`src/rtl/dmac_pkg.sv`:
```
package dmac_pkg;

  typedef enum logic [1:0] {
    OP_CLEAR = 2'b00,
    OP_LOAD  = 2'b01,
    OP_ADD   = 2'b10,
    OP_SUB   = 2'b11
  } macOp_e;

  // strobes handed from control to the lane datapaths
  typedef struct packed {
    logic capEn;        // stage 1: capture product
    logic capSigned;
    logic capFrac;
    logic commitEn;     // stage 2: update accumulator
    logic commitSigned;
    logic ovfClear;
    logic xSigned;      // extraction settings, held between operations
    logic xRound;
    logic xSat;
    logic xWide;
  } macStrobe_t;

endpackage

```
`src/rtl/dmac_ctrl.sv`:
```
module dmac_ctrl
  import dmac_pkg::*;
(
  input  logic       clk,
  input  logic       rstN,
  input  logic       inValid,
  input  logic       isSigned,
  input  logic       isFrac,
  input  logic       doRound,
  input  logic       doSat,
  input  logic       wideOut,
  input  logic       ovfClr,
  output macStrobe_t st,
  output logic       outValid
);

  logic v1, c1, s1, r1, sat1, w1;
  logic v2, xs, xr, xsat, xw;

  always_ff @(posedge clk or negedge rstN) begin
    if (!rstN) begin
      v1   <= 1'b0;
      c1   <= 1'b0;
      s1   <= 1'b0;
      r1   <= 1'b0;
      sat1 <= 1'b0;
      w1   <= 1'b0;
    end else begin
      v1 <= inValid;
      c1 <= ovfClr;
      if (inValid) begin
        s1   <= isSigned;
        r1   <= doRound;
        sat1 <= doSat;
        w1   <= wideOut;
      end
    end
  end

  always_ff @(posedge clk or negedge rstN) begin
    if (!rstN) begin
      v2   <= 1'b0;
      xs   <= 1'b0;
      xr   <= 1'b0;
      xsat <= 1'b0;
      xw   <= 1'b0;
    end else begin
      v2 <= v1;
      if (v1) begin
        xs   <= s1;
        xr   <= r1;
        xsat <= sat1;
        xw   <= w1;
      end
    end
  end

  always_comb begin
    st.capEn        = inValid;
    st.capSigned    = isSigned;
    st.capFrac      = isFrac;
    st.commitEn     = v1;
    st.commitSigned = s1;
    st.ovfClear     = c1;
    st.xSigned      = xs;
    st.xRound       = xr;
    st.xSat         = xsat;
    st.xWide        = xw;
  end

  assign outValid = v2;

endmodule

```
`src/rtl/dmac_extract.sv`:
```
module dmac_extract
  import dmac_pkg::*;
#(
  parameter int OPW   = 16,
  parameter int GUARD = 8
) (
  input  macStrobe_t                    st,
  input  logic [2*OPW+GUARD-1:0]        acc,
  output logic [2*OPW-1:0]              res
);

  localparam int PRODW = 2 * OPW;
  localparam int ACCW  = PRODW + GUARD;
  localparam logic [ACCW:0] RNDK = (ACCW+1)'(1) << (OPW - 1);

  logic [ACCW:0]        ext, rnd;
  logic [GUARD+1:0]     top16;
  logic [GUARD:0]       top32;
  logic                 ovr16, ovr32;
  logic [OPW-1:0]       half;
  logic [PRODW-1:0]     res16, full;
  logic                 unusedLow;

  always_comb begin
    ext = {st.xSigned & acc[ACCW-1], acc};
    rnd = (st.xRound && !st.xWide) ? ext + RNDK : ext;

    // 16-bit extraction from the upper half of the product field
    top16 = rnd[ACCW:PRODW-1];
    ovr16 = st.xSigned ? !((&top16) || !(|top16)) : (|rnd[ACCW:PRODW]);
    half  = rnd[PRODW-1:OPW];
    if (st.xSat && ovr16) begin
      if (st.xSigned) half = rnd[ACCW] ? {1'b1, {(OPW-1){1'b0}}} : {1'b0, {(OPW-1){1'b1}}};
      else            half = '1;
    end
    res16 = st.xSigned ? {{OPW{half[OPW-1]}}, half} : {{OPW{1'b0}}, half};

    // 32-bit extraction of the low word
    top32 = acc[ACCW-1:PRODW-1];
    ovr32 = st.xSigned ? !((&top32) || !(|top32)) : (|acc[ACCW-1:PRODW]);
    full  = acc[PRODW-1:0];
    if (st.xSat && ovr32) begin
      if (st.xSigned) full = acc[ACCW-1] ? {1'b1, {(PRODW-1){1'b0}}} : {1'b0, {(PRODW-1){1'b1}}};
      else            full = '1;
    end

    res = st.xWide ? full : res16;
  end

  assign unusedLow = &{1'b0, rnd[OPW-1:0]};

endmodule

```
`src/rtl/dmac_lane.sv`:
```
module dmac_lane
  import dmac_pkg::*;
#(
  parameter int OPW   = 16,
  parameter int GUARD = 8
) (
  input  logic                   clk,
  input  logic                   rstN,
  input  macStrobe_t             st,
  input  logic [1:0]             opIn,
  input  logic [OPW-1:0]         aIn,
  input  logic [OPW-1:0]         bIn,
  output logic [2*OPW+GUARD-1:0] accQ,
  output logic [2*OPW-1:0]       resQ,
  output logic                   ovfQ
);

  localparam int PRODW = 2 * OPW;
  localparam int ACCW  = PRODW + GUARD;
  localparam int MULW  = 2 * OPW + 2;
  localparam logic [OPW-1:0]  MINOP    = {1'b1, {(OPW-1){1'b0}}};
  localparam logic [ACCW-1:0] FRAC_MAX = {{(GUARD+1){1'b0}}, {(PRODW-1){1'b1}}};

  logic signed [OPW:0]    aExt, bExt;
  logic signed [MULW-1:0] mul;
  logic [ACCW-1:0]        prodW, prodN, prodR, accN;
  macOp_e                 opR;
  logic [ACCW:0]          sumU, difU;
  logic                   sOvfAdd, sOvfSub, wrapN;

  // stage 1: multiply
  assign aExt = {st.capSigned & aIn[OPW-1], aIn};
  assign bExt = {st.capSigned & bIn[OPW-1], bIn};
  assign mul  = aExt * bExt;

  always_comb begin
    prodW = {{(ACCW-MULW){mul[MULW-1]}}, mul};
    if (st.capFrac) begin
      if (st.capSigned && aIn == MINOP && bIn == MINOP) prodN = FRAC_MAX;
      else                                              prodN = prodW << 1;
    end else begin
      prodN = prodW;
    end
  end

  always_ff @(posedge clk or negedge rstN) begin
    if (!rstN) begin
      prodR <= '0;
      opR   <= OP_CLEAR;
    end else if (st.capEn) begin
      prodR <= prodN;
      opR   <= macOp_e'(opIn);
    end
  end

  // stage 2: accumulate
  always_comb begin
    sumU    = {1'b0, accQ} + {1'b0, prodR};
    difU    = {1'b0, accQ} - {1'b0, prodR};
    sOvfAdd = (accQ[ACCW-1] == prodR[ACCW-1]) && (sumU[ACCW-1] != accQ[ACCW-1]);
    sOvfSub = (accQ[ACCW-1] != prodR[ACCW-1]) && (difU[ACCW-1] != accQ[ACCW-1]);
    unique case (opR)
      OP_CLEAR: begin accN = '0;               wrapN = 1'b0; end
      OP_LOAD:  begin accN = prodR;            wrapN = 1'b0; end
      OP_ADD:   begin accN = sumU[ACCW-1:0];
                      wrapN = st.commitSigned ? sOvfAdd : sumU[ACCW]; end
      default:  begin accN = difU[ACCW-1:0];
                      wrapN = st.commitSigned ? sOvfSub : difU[ACCW]; end
    endcase
  end

  always_ff @(posedge clk or negedge rstN) begin
    if (!rstN) begin
      accQ <= '0;
      ovfQ <= 1'b0;
    end else begin
      if (st.commitEn) accQ <= accN;
      ovfQ <= (ovfQ & ~st.ovfClear) | (st.commitEn & wrapN);
    end
  end

  dmac_extract #(.OPW(OPW), .GUARD(GUARD)) u_extract (
    .st  (st),
    .acc (accQ),
    .res (resQ)
  );

endmodule

```
`src/rtl/dual_mac.sv`:
```
module dual_mac
  import dmac_pkg::*;
#(
  parameter int LANES = 2,
  parameter int OPW   = 16,
  parameter int GUARD = 8
) (
  input  logic                              clk,
  input  logic                              rstN,
  input  logic                              inValid,
  input  logic                              isSigned,
  input  logic                              isFrac,
  input  logic                              doRound,
  input  logic                              doSat,
  input  logic                              wideOut,
  input  logic                              ovfClr,
  input  logic [LANES*2-1:0]                laneOp,
  input  logic [LANES*OPW-1:0]              opA,
  input  logic [LANES*OPW-1:0]              opB,
  output logic                              outValid,
  output logic [LANES*(2*OPW+GUARD)-1:0]    accOut,
  output logic [LANES*2*OPW-1:0]            resOut,
  output logic [LANES-1:0]                  ovfFlag
);

  localparam int PRODW = 2 * OPW;
  localparam int ACCW  = PRODW + GUARD;

  macStrobe_t st;

  dmac_ctrl u_ctrl (
    .clk      (clk),
    .rstN     (rstN),
    .inValid  (inValid),
    .isSigned (isSigned),
    .isFrac   (isFrac),
    .doRound  (doRound),
    .doSat    (doSat),
    .wideOut  (wideOut),
    .ovfClr   (ovfClr),
    .st       (st),
    .outValid (outValid)
  );

  for (genvar i = 0; i < LANES; i++) begin : g_lane
    dmac_lane #(.OPW(OPW), .GUARD(GUARD)) u_lane (
      .clk  (clk),
      .rstN (rstN),
      .st   (st),
      .opIn (laneOp[i*2 +: 2]),
      .aIn  (opA[i*OPW +: OPW]),
      .bIn  (opB[i*OPW +: OPW]),
      .accQ (accOut[i*ACCW +: ACCW]),
      .resQ (resOut[i*PRODW +: PRODW]),
      .ovfQ (ovfFlag[i])
    );
  end

endmodule

```
`config.mk`:
```
export PLATFORM = sky130hd
export DESIGN_NAME = dual_mac
export DESIGN_NICKNAME = d
export VERILOG_FILES = /design/src/rtl/dmac_pkg.sv /design/src/rtl/dmac_ctrl.sv /design/src/rtl/dmac_extract.sv /design/src/rtl/dmac_lane.sv /design/src/rtl/dual_mac.sv
export SDC_FILE = /design/constraint.sdc
export NUM_CORES = 2
export LEC_CHECK = 0
export BUFFER_PORTS_ARGS = -buffer_cell sky130_fd_sc_hd__buf_4
export CORE_AREA = 8 8 292 294
export CTS_CLUSTER_DIAMETER = 30
export DETAILED_ROUTE_END_ITERATION = 10
export DIE_AREA = 0 0 300 302
export PLACE_DENSITY = 0.71
export SLEW_MARGIN = 0
export SYNTH_ARGS = -nofsm -noshare
export SYNTH_HDL_FRONTEND = slang
export SYNTH_SLANG_ARGS = --single-unit
```
`constraint.sdc`:
```
create_clock -name clk -period 2.88 [get_ports clk]
set_input_delay 0.144 -clock clk [delete_from_list [all_inputs] [get_ports clk]]
set_output_delay 0.144 -clock clk [all_outputs]
set_load 0.005 [all_outputs]
```
# --- Word level (Yosys, flattened, before mapping) ---
# Cells that the tools add are included.
classes:
  n_addsub: 6
  mul: 2
  n_div: 0
  magnitude_cmp: 0
  eq_ne: 16
  shift: 0
  mux: 34
  bitwise_logic: 13
  reduce_logical: 42
op_table:
  columns: ["operator", "count"]
  rows:
  - ["$mux 32", 10]
  - ["$pmux 40 s3", 2]
  - ["$mux 40", 4]
  - ["$mux 16", 6]
  - ["$add 40x40->41", 2]
  - ["$add 41x16->41 const B", 2]
  - ["$mux 41", 2]
  - ["$sub 40x40->41", 2]
  - ["$mul 17x17->34", 2]
  - ["$eq 16x16->1 const B", 4]
  - ["$reduce_or 9->1", 4]
  - ["$reduce_and 10->1", 2]
  - ["$reduce_or 10->1", 2]
  - ["$reduce_and 9->1", 2]
  - ["$reduce_or 8->1", 2]
  - ["$logic_and 1x1->1", 13]
  - ["$and 1x1->1", 10]
  - ["$logic_not 1->1", 9]
  - ["$mux 1", 8]
  - ["$ne 1x1->1", 6]
  - ["$eq 2x1->1 const B", 2]
  - ["$eq 2x2->1 const B", 2]
  - ["$logic_not 2->1", 2]
  - ["$logic_or 1x1->1", 4]
  - ["5 further kinds", 9]
word_totals:
  regBits: 177
  latchBits: 0
  ramBits: 0
  rom_bits: 0
  inputBits: 77
  output_inout_bits: 147
  elab_cells: 132
  n_memories: 0

# --- Depth between registers and ports, before layout ---
depth:
  depth_word: 12
  mapped_depth: 28
  mapped_depth_nobuf: 27

# --- Cells and area by module ---
# From an unflattened synthesis, not the netlist that was laid out.
unflattened:
  cells_unflattened: 4918
  area_unflattened_um2: 40580.2
by_module_without_submodules:
  columns: ["mod", "n_inst", "cells_each", "area_per_inst_um2"]
  rows:
  - ["dmac_lane (g_lane[0].u_lane)", 1, 2250, 18811.8]
  - ["dmac_lane (g_lane[1].u_lane)", 1, 2219, 18695.4]
  - ["dmac_extract", 2, 210, 1316.3]
  - ["dmac_ctrl", 1, 29, 440.4]

# --- Worst setup path before layout ---
# OpenSTA, ideal clock, no wires.
synth_timing:
  path_kind: "input -> register"
  from: "input port opA[31]"
  to: "register g_lane[1].u_lane.prodR[33]"
  arrival_time_ns: 6.350
  required_time_ns: 2.755
  slack_ns: -3.595
  cell_stages: 26
  n_path_buf: 2
  path_cell_list: "and2_1 -> clkbuf_1 -> nand2_1 -> inv_1 -> fa_1 -> inv_1 -> fa_1 -> inv_1 -> fa_1 -> fa_1 -> fa_1 -> inv_1 -> fa_1 -> inv_1 -> ha_1 -> clkbuf_1 -> o2111ai_1 -> o21ai_0 -> or3_1 -> o211ai_1 -> o211ai_1 -> or4_1 -> a41oi_1 -> xnor2_1 -> o22ai_1 -> o21bai_1"
synth_between:
  elab_chain_cells: 5
  elab_cells_between_ends: 7
  classes_between: "mul: 1; eq/ne: 1; mux: 2; bitwise: 1; reduce/logical: 2"
synth_rtl:
  columns: ["item", "line_no", "rtl"]
  rows:
  - ["start, declared", "dual_mac.sv:18", "input logic [LANES*OPW-1:0] opA,"]
  - ["parallel branches: the longest is 4 deep, another holds $mul 17x17->34", null, null]
  - ["$mux 40 (*)", "dmac_lane.sv:38", "if (st.capFrac) begin"]
  - ["end signal, assigned", "dmac_lane.sv:51", "prodR <= prodN;"]
  - ["end, declared", "dmac_lane.sv:26", "logic [ACCW-1:0] prodW, prodN, prodR, accN;"]
# Mark *: on every way between the ends.
# A chain may end at the register's enable or synchronous reset.

# --- Final worst setup path ---
layout_timing:
  from: "input port isSigned"
  to: "register g_lane[0].u_lane.prodR[31]"
layout_between:
  elab_chain_cells: 4
  elab_cells_between_ends: 7
  classes_between: "mul: 1; mux: 2; bitwise: 2; reduce/logical: 2"
layout_rtl:
  columns: ["item", "line_no", "rtl"]
  rows:
  - ["start, declared", "dual_mac.sv:11", "input logic isSigned,"]
  - ["$and 1x1->1, or another cell as far along", "dmac_lane.sv:32", "assign aExt = {st.capSigned & aIn[OPW-1], aIn};"]
  - ["$mul 17x17->34 or $logic_and 1x1->1 (tied branches)", "dmac_lane.sv:34, dmac_lane.sv:39", null]
  - ["$mux 40", "dmac_lane.sv:39", "if (st.capSigned && aIn == MINOP && bIn == MINOP) prodN = FRAC_MAX;"]
  - ["$mux 40 (*)", "dmac_lane.sv:38", null]
  - ["end signal, assigned", "dmac_lane.sv:51", null]
  - ["end, declared", "dmac_lane.sv:26", null]
# Every way passes the cells marked *; elsewhere a longest branch is shown, timed or not.

==> impl_metrics.json <==
{
  "clock_sinks": 167,
  "grt_setup_unrepaired": "yes",
  "grt_antenna_before_repair": 2,
  "worst_pin_slew_ns": 1.04,
  "hold_ws_ns": 0.0683,
  "core_sq_um": 80900,
  "synth_top_area_share_pct": 29.9,
  "synth_seq_area_share_pct": 10.5,
  "yosysWarnings": 0,
  "post-route-period-util_pct": 205,
  "whs_endpoint": "g_lane[1].u_lane.opR[0]",
  "maxSlewHeadroom_pct": 30.7,
  "finalSetupViolations": 171,
  "outcome": "finished, violations left",
  "vias": 40500,
  "max_freq_mhz": 169,
  "die_y_microns": 302,
  "wl_microns": 148000,
  "cts_tree": "built",
  "r2r_slack_ns": -0.60,
  "cp.arrival_ns": 6.23,
  "rr_worst_depth": 13,
  "avgSynthCellArea_sq_um": 8.26,
  "routed-wl-met2_microns": 70100,
  "dpl.hpwl_microns": 112000,
  "htreeDepth": 4,
  "r2r-start": "g_lane[0].u_lane.accQ[1]",
  "r2r_end": "g_lane[0].u_lane.accQ[31]",
  "synthMuxAreaShare_pct": 0.751,
  "ys_types": 99,
  "place_ws_ns": -3.54,
  "worstPathMaxFanout": 4,
  "avgViaCountPerCell": 5.73,
  "setup_ws_ns": -3.03,
  "synthAdderAreaFrac_pct": 40.2,
  "core.rowCount": 105,
  "portBuffers": 223,
  "async_flop_share_pct": 100,
  "first_iter_violations": 3437,
  "finalHoldViolCount": 0,
  "overflow": 0,
  "ys_ff_latch": 167,
  "syn_area_sq_um": 40000,
  "synth_compound_area_share_pct": 17.1,
  "start_util_pct": 49.4,
  "yosysTopAreaCell": "fa_1",
  "start_kind": "input port",
  "grt_pass1_vias": 40700,
  "worstPathRequired_ns": 3.21,
  "grt_max_degree": 73,
  "dp.cells": 6867,
  "drive_gt1_share_pct": 36.9,
  "slew_viol_final": 0,
  "grtUsageTotal_pct": 30.0,
  "clock_skew_ns": 0.0168,
  "hold_path_depth": 3,
  "setup.worst_path.end_class": "register",
  "root_buffer": "clkbuf_16",
  "ant_nets": 0,
  "cts_buffer_depth": 2,
  "yosys.area_share.simple_pct": 17.2,
  "wl_met3_microns": 11900,
  "final_cells": 7061,
  "drc": 0,
  "pin_count": 224,
  "synth_cells": 4840,
  "synth_xor_area_share_pct": 4.16,
  "finalSetupTns_ns": -179.81,
  "gp_congestion": 0.996,
  "path_class": "input port to register",
  "first_pass_iters": 6,
  "die_area_sq_um": 90600,
  "nets": 6982,
  "synthToLayoutAreaGrowth_pct": 42.7,
  "cap_violations": 0,
  "hold_path_class": "input port to register",
  "hp-start": "laneOp[2]",
  "numCtsBuffers": 17,
  "highest_layer": "met5",
  "synthTopCellsByArea": "fa_1, dfrtp_1, ha_1",
  "grt_first_pass_wirelength_microns": 220000,
  "period_needed_ns": 5.91,
  "syn-num-nets": 5845,
  "wl_per_cell_microns": 20.9,
  "failed_checks": "setup timing",
  "insertion_delay_ns": 0.47,
  "synth-edff-count": 0,
  "synth_top_family_by_area": "adder cells",
  "clk_pin_slew_ns": 0.07,
  "m1WireLength_microns": 59900,
  "die_x_microns": 300,
  "synthFlopType": "dfrtp_1"
}
[synth_stat cells (37+ instances only)]
library cell,n
a21o_1,37
a21oi_1,293
a22oi_1,42
a31oi_1,46
and2_1,259
clkbuf_1,232
dfrtp_1,167
fa_1,596
ha_1,332
inv_1,796
nand2_1,498
nand2b_1,46
nand3_1,78
nor2_1,297
nor3_1,51
o211ai_1,46
o21ai_0,226
o221ai_1,67
xnor2_1,151
xor2_1,39
[kinds of logic after synthesis]
group                    Yosys count
AND/OR/NAND/NOR                 1428
buffers and inverters           1061
AO/OA/AOI/OAI                   1037
adder cells (fa/ha/maj)          928
XOR/XNOR                         190
flip-flops                       167
multiplexers                      29
[registers in the layout, indices dropped and copies added, names as in the netlist]
| name | flops |
|---|---|
| u_ctrl.xsat | 1 |
| u_ctrl.xs | 1 |
| u_ctrl.xr | 1 |
| g_lane.u_lane.ovfQ | 2 |
| g_lane.u_lane.accQ | 80 |
| u_ctrl.r1 | 1 |
| g_lane.u_lane.opR | 4 |
| u_ctrl.c1 | 1 |
| u_ctrl.v1 | 1 |
| u_ctrl.xw | 1 |
| u_ctrl.w1 | 1 |
| u_ctrl.outValid | 1 |
| u_ctrl.sat1 | 1 |
| g_lane.u_lane.prodR | 70 |
| u_ctrl.s1 | 1 |
[repair_timing]
| action | in CTS | in global routing |
|---|---|---|
| hold buffers | 8 | 0 |
| setup endpoints to repair | 178 | 184 |
| buffers inserted | 103 | 78 |
| cloned | 4 | 2 |
| hold endpoints to repair | 77 | 0 |
| pin swaps | 255 | 333 |
| gates resized for setup | 477 | 546 |
[metrics by stage]
| stage | cell area [sq um] | utilization (%) |
|---|---|---|
| floorplan | 41600 | - |
| global placement | 50500 | 62.4 |
| detailed placement | 50500 | 62.4 |
| CTS | 54100 | 66.8 |
| global route | 57000 | 70.5 |
| finish | 57100 | 70.5 |
[cells in the final DEF, fill, tap and decap left out, drive strengths merged, types with 23 or more instances in the layout]
cell,count
o21bai,34
xor2,39
fa,596
a221oi,39
a21oi,294
nand4,27
a211oi,23
nand2b,46
nor2b,35
inv,805
dfrtp,167
a22oi,42
nor2,299
nand2,498
and2,260
a31oi,50
a21o,37
o31ai,27
buf,1369
nor4,33
xnor2,151
nor3,52
o21ai,250
o221ai,67
and3,36
nand3,79
o211ai,48
ha,332
[routing by layer]
metal | GRT usage (%) | up-vias
met3 | 4.79 | 419
met2 | 49.4 | 1839
met5 | 0 | -
li1 | - | 18200
met1 | 40.1 | 20000
met4 | 10.4 | 2
[worst max-delay path: stages]
cell	delay, ns
buf_12	0.12
buf_8	0.12
and2_4	0.18
buf_6	0.12
nand2_4	0.05
inv_2	0.04
fa_2	0.62
buf_6	0.11
fa_2	0.48
fa_1	0.58
fa_1	0.44
fa_1	0.50
fa_1	0.56
ha_4	0.21
a21o_1	0.20
a21oi_2	0.19
or4b_4	0.50
o21ai_4	0.19
o21ai_2	0.08
nor2_2	0.18
buf_6	0.14
xnor2_4	0.11
nor2_1	0.05
a21oi_1	0.20
a21oi_1	0.10
[worst max path at each step]
| stage | from | to | slack (ns) |
|---|---|---|---|
| floorplan | opA[31] | g_lane[1].u_lane.prodR[33] | -3.18 |
| global placement | isSigned | g_lane[1].u_lane.prodR[33] | -3.45 |
| detailed placement | isSigned | g_lane[1].u_lane.prodR[33] | -3.54 |
| CTS | isSigned | g_lane[1].u_lane.prodR[33] | -2.89 |
| global route | isSigned | g_lane[1].u_lane.prodR[33] | -3.16 |
| finish | isSigned | g_lane[0].u_lane.prodR[31] | -3.03 |
[cell type report]
type	count	area (sq um)
inverter	798	3000
multi-input combinational	3613	36500
clock buffer	18	429
antenna	1	2.50
timing repair buffer	1380	11400
clock inverter	14	164
sequential	167	4200
tap	1070	1340
fill	5912	23900
Power is left out: the tool's default activity adds up to more than one toggle a clock period on the data nets, which glitch-free logic cannot reach.
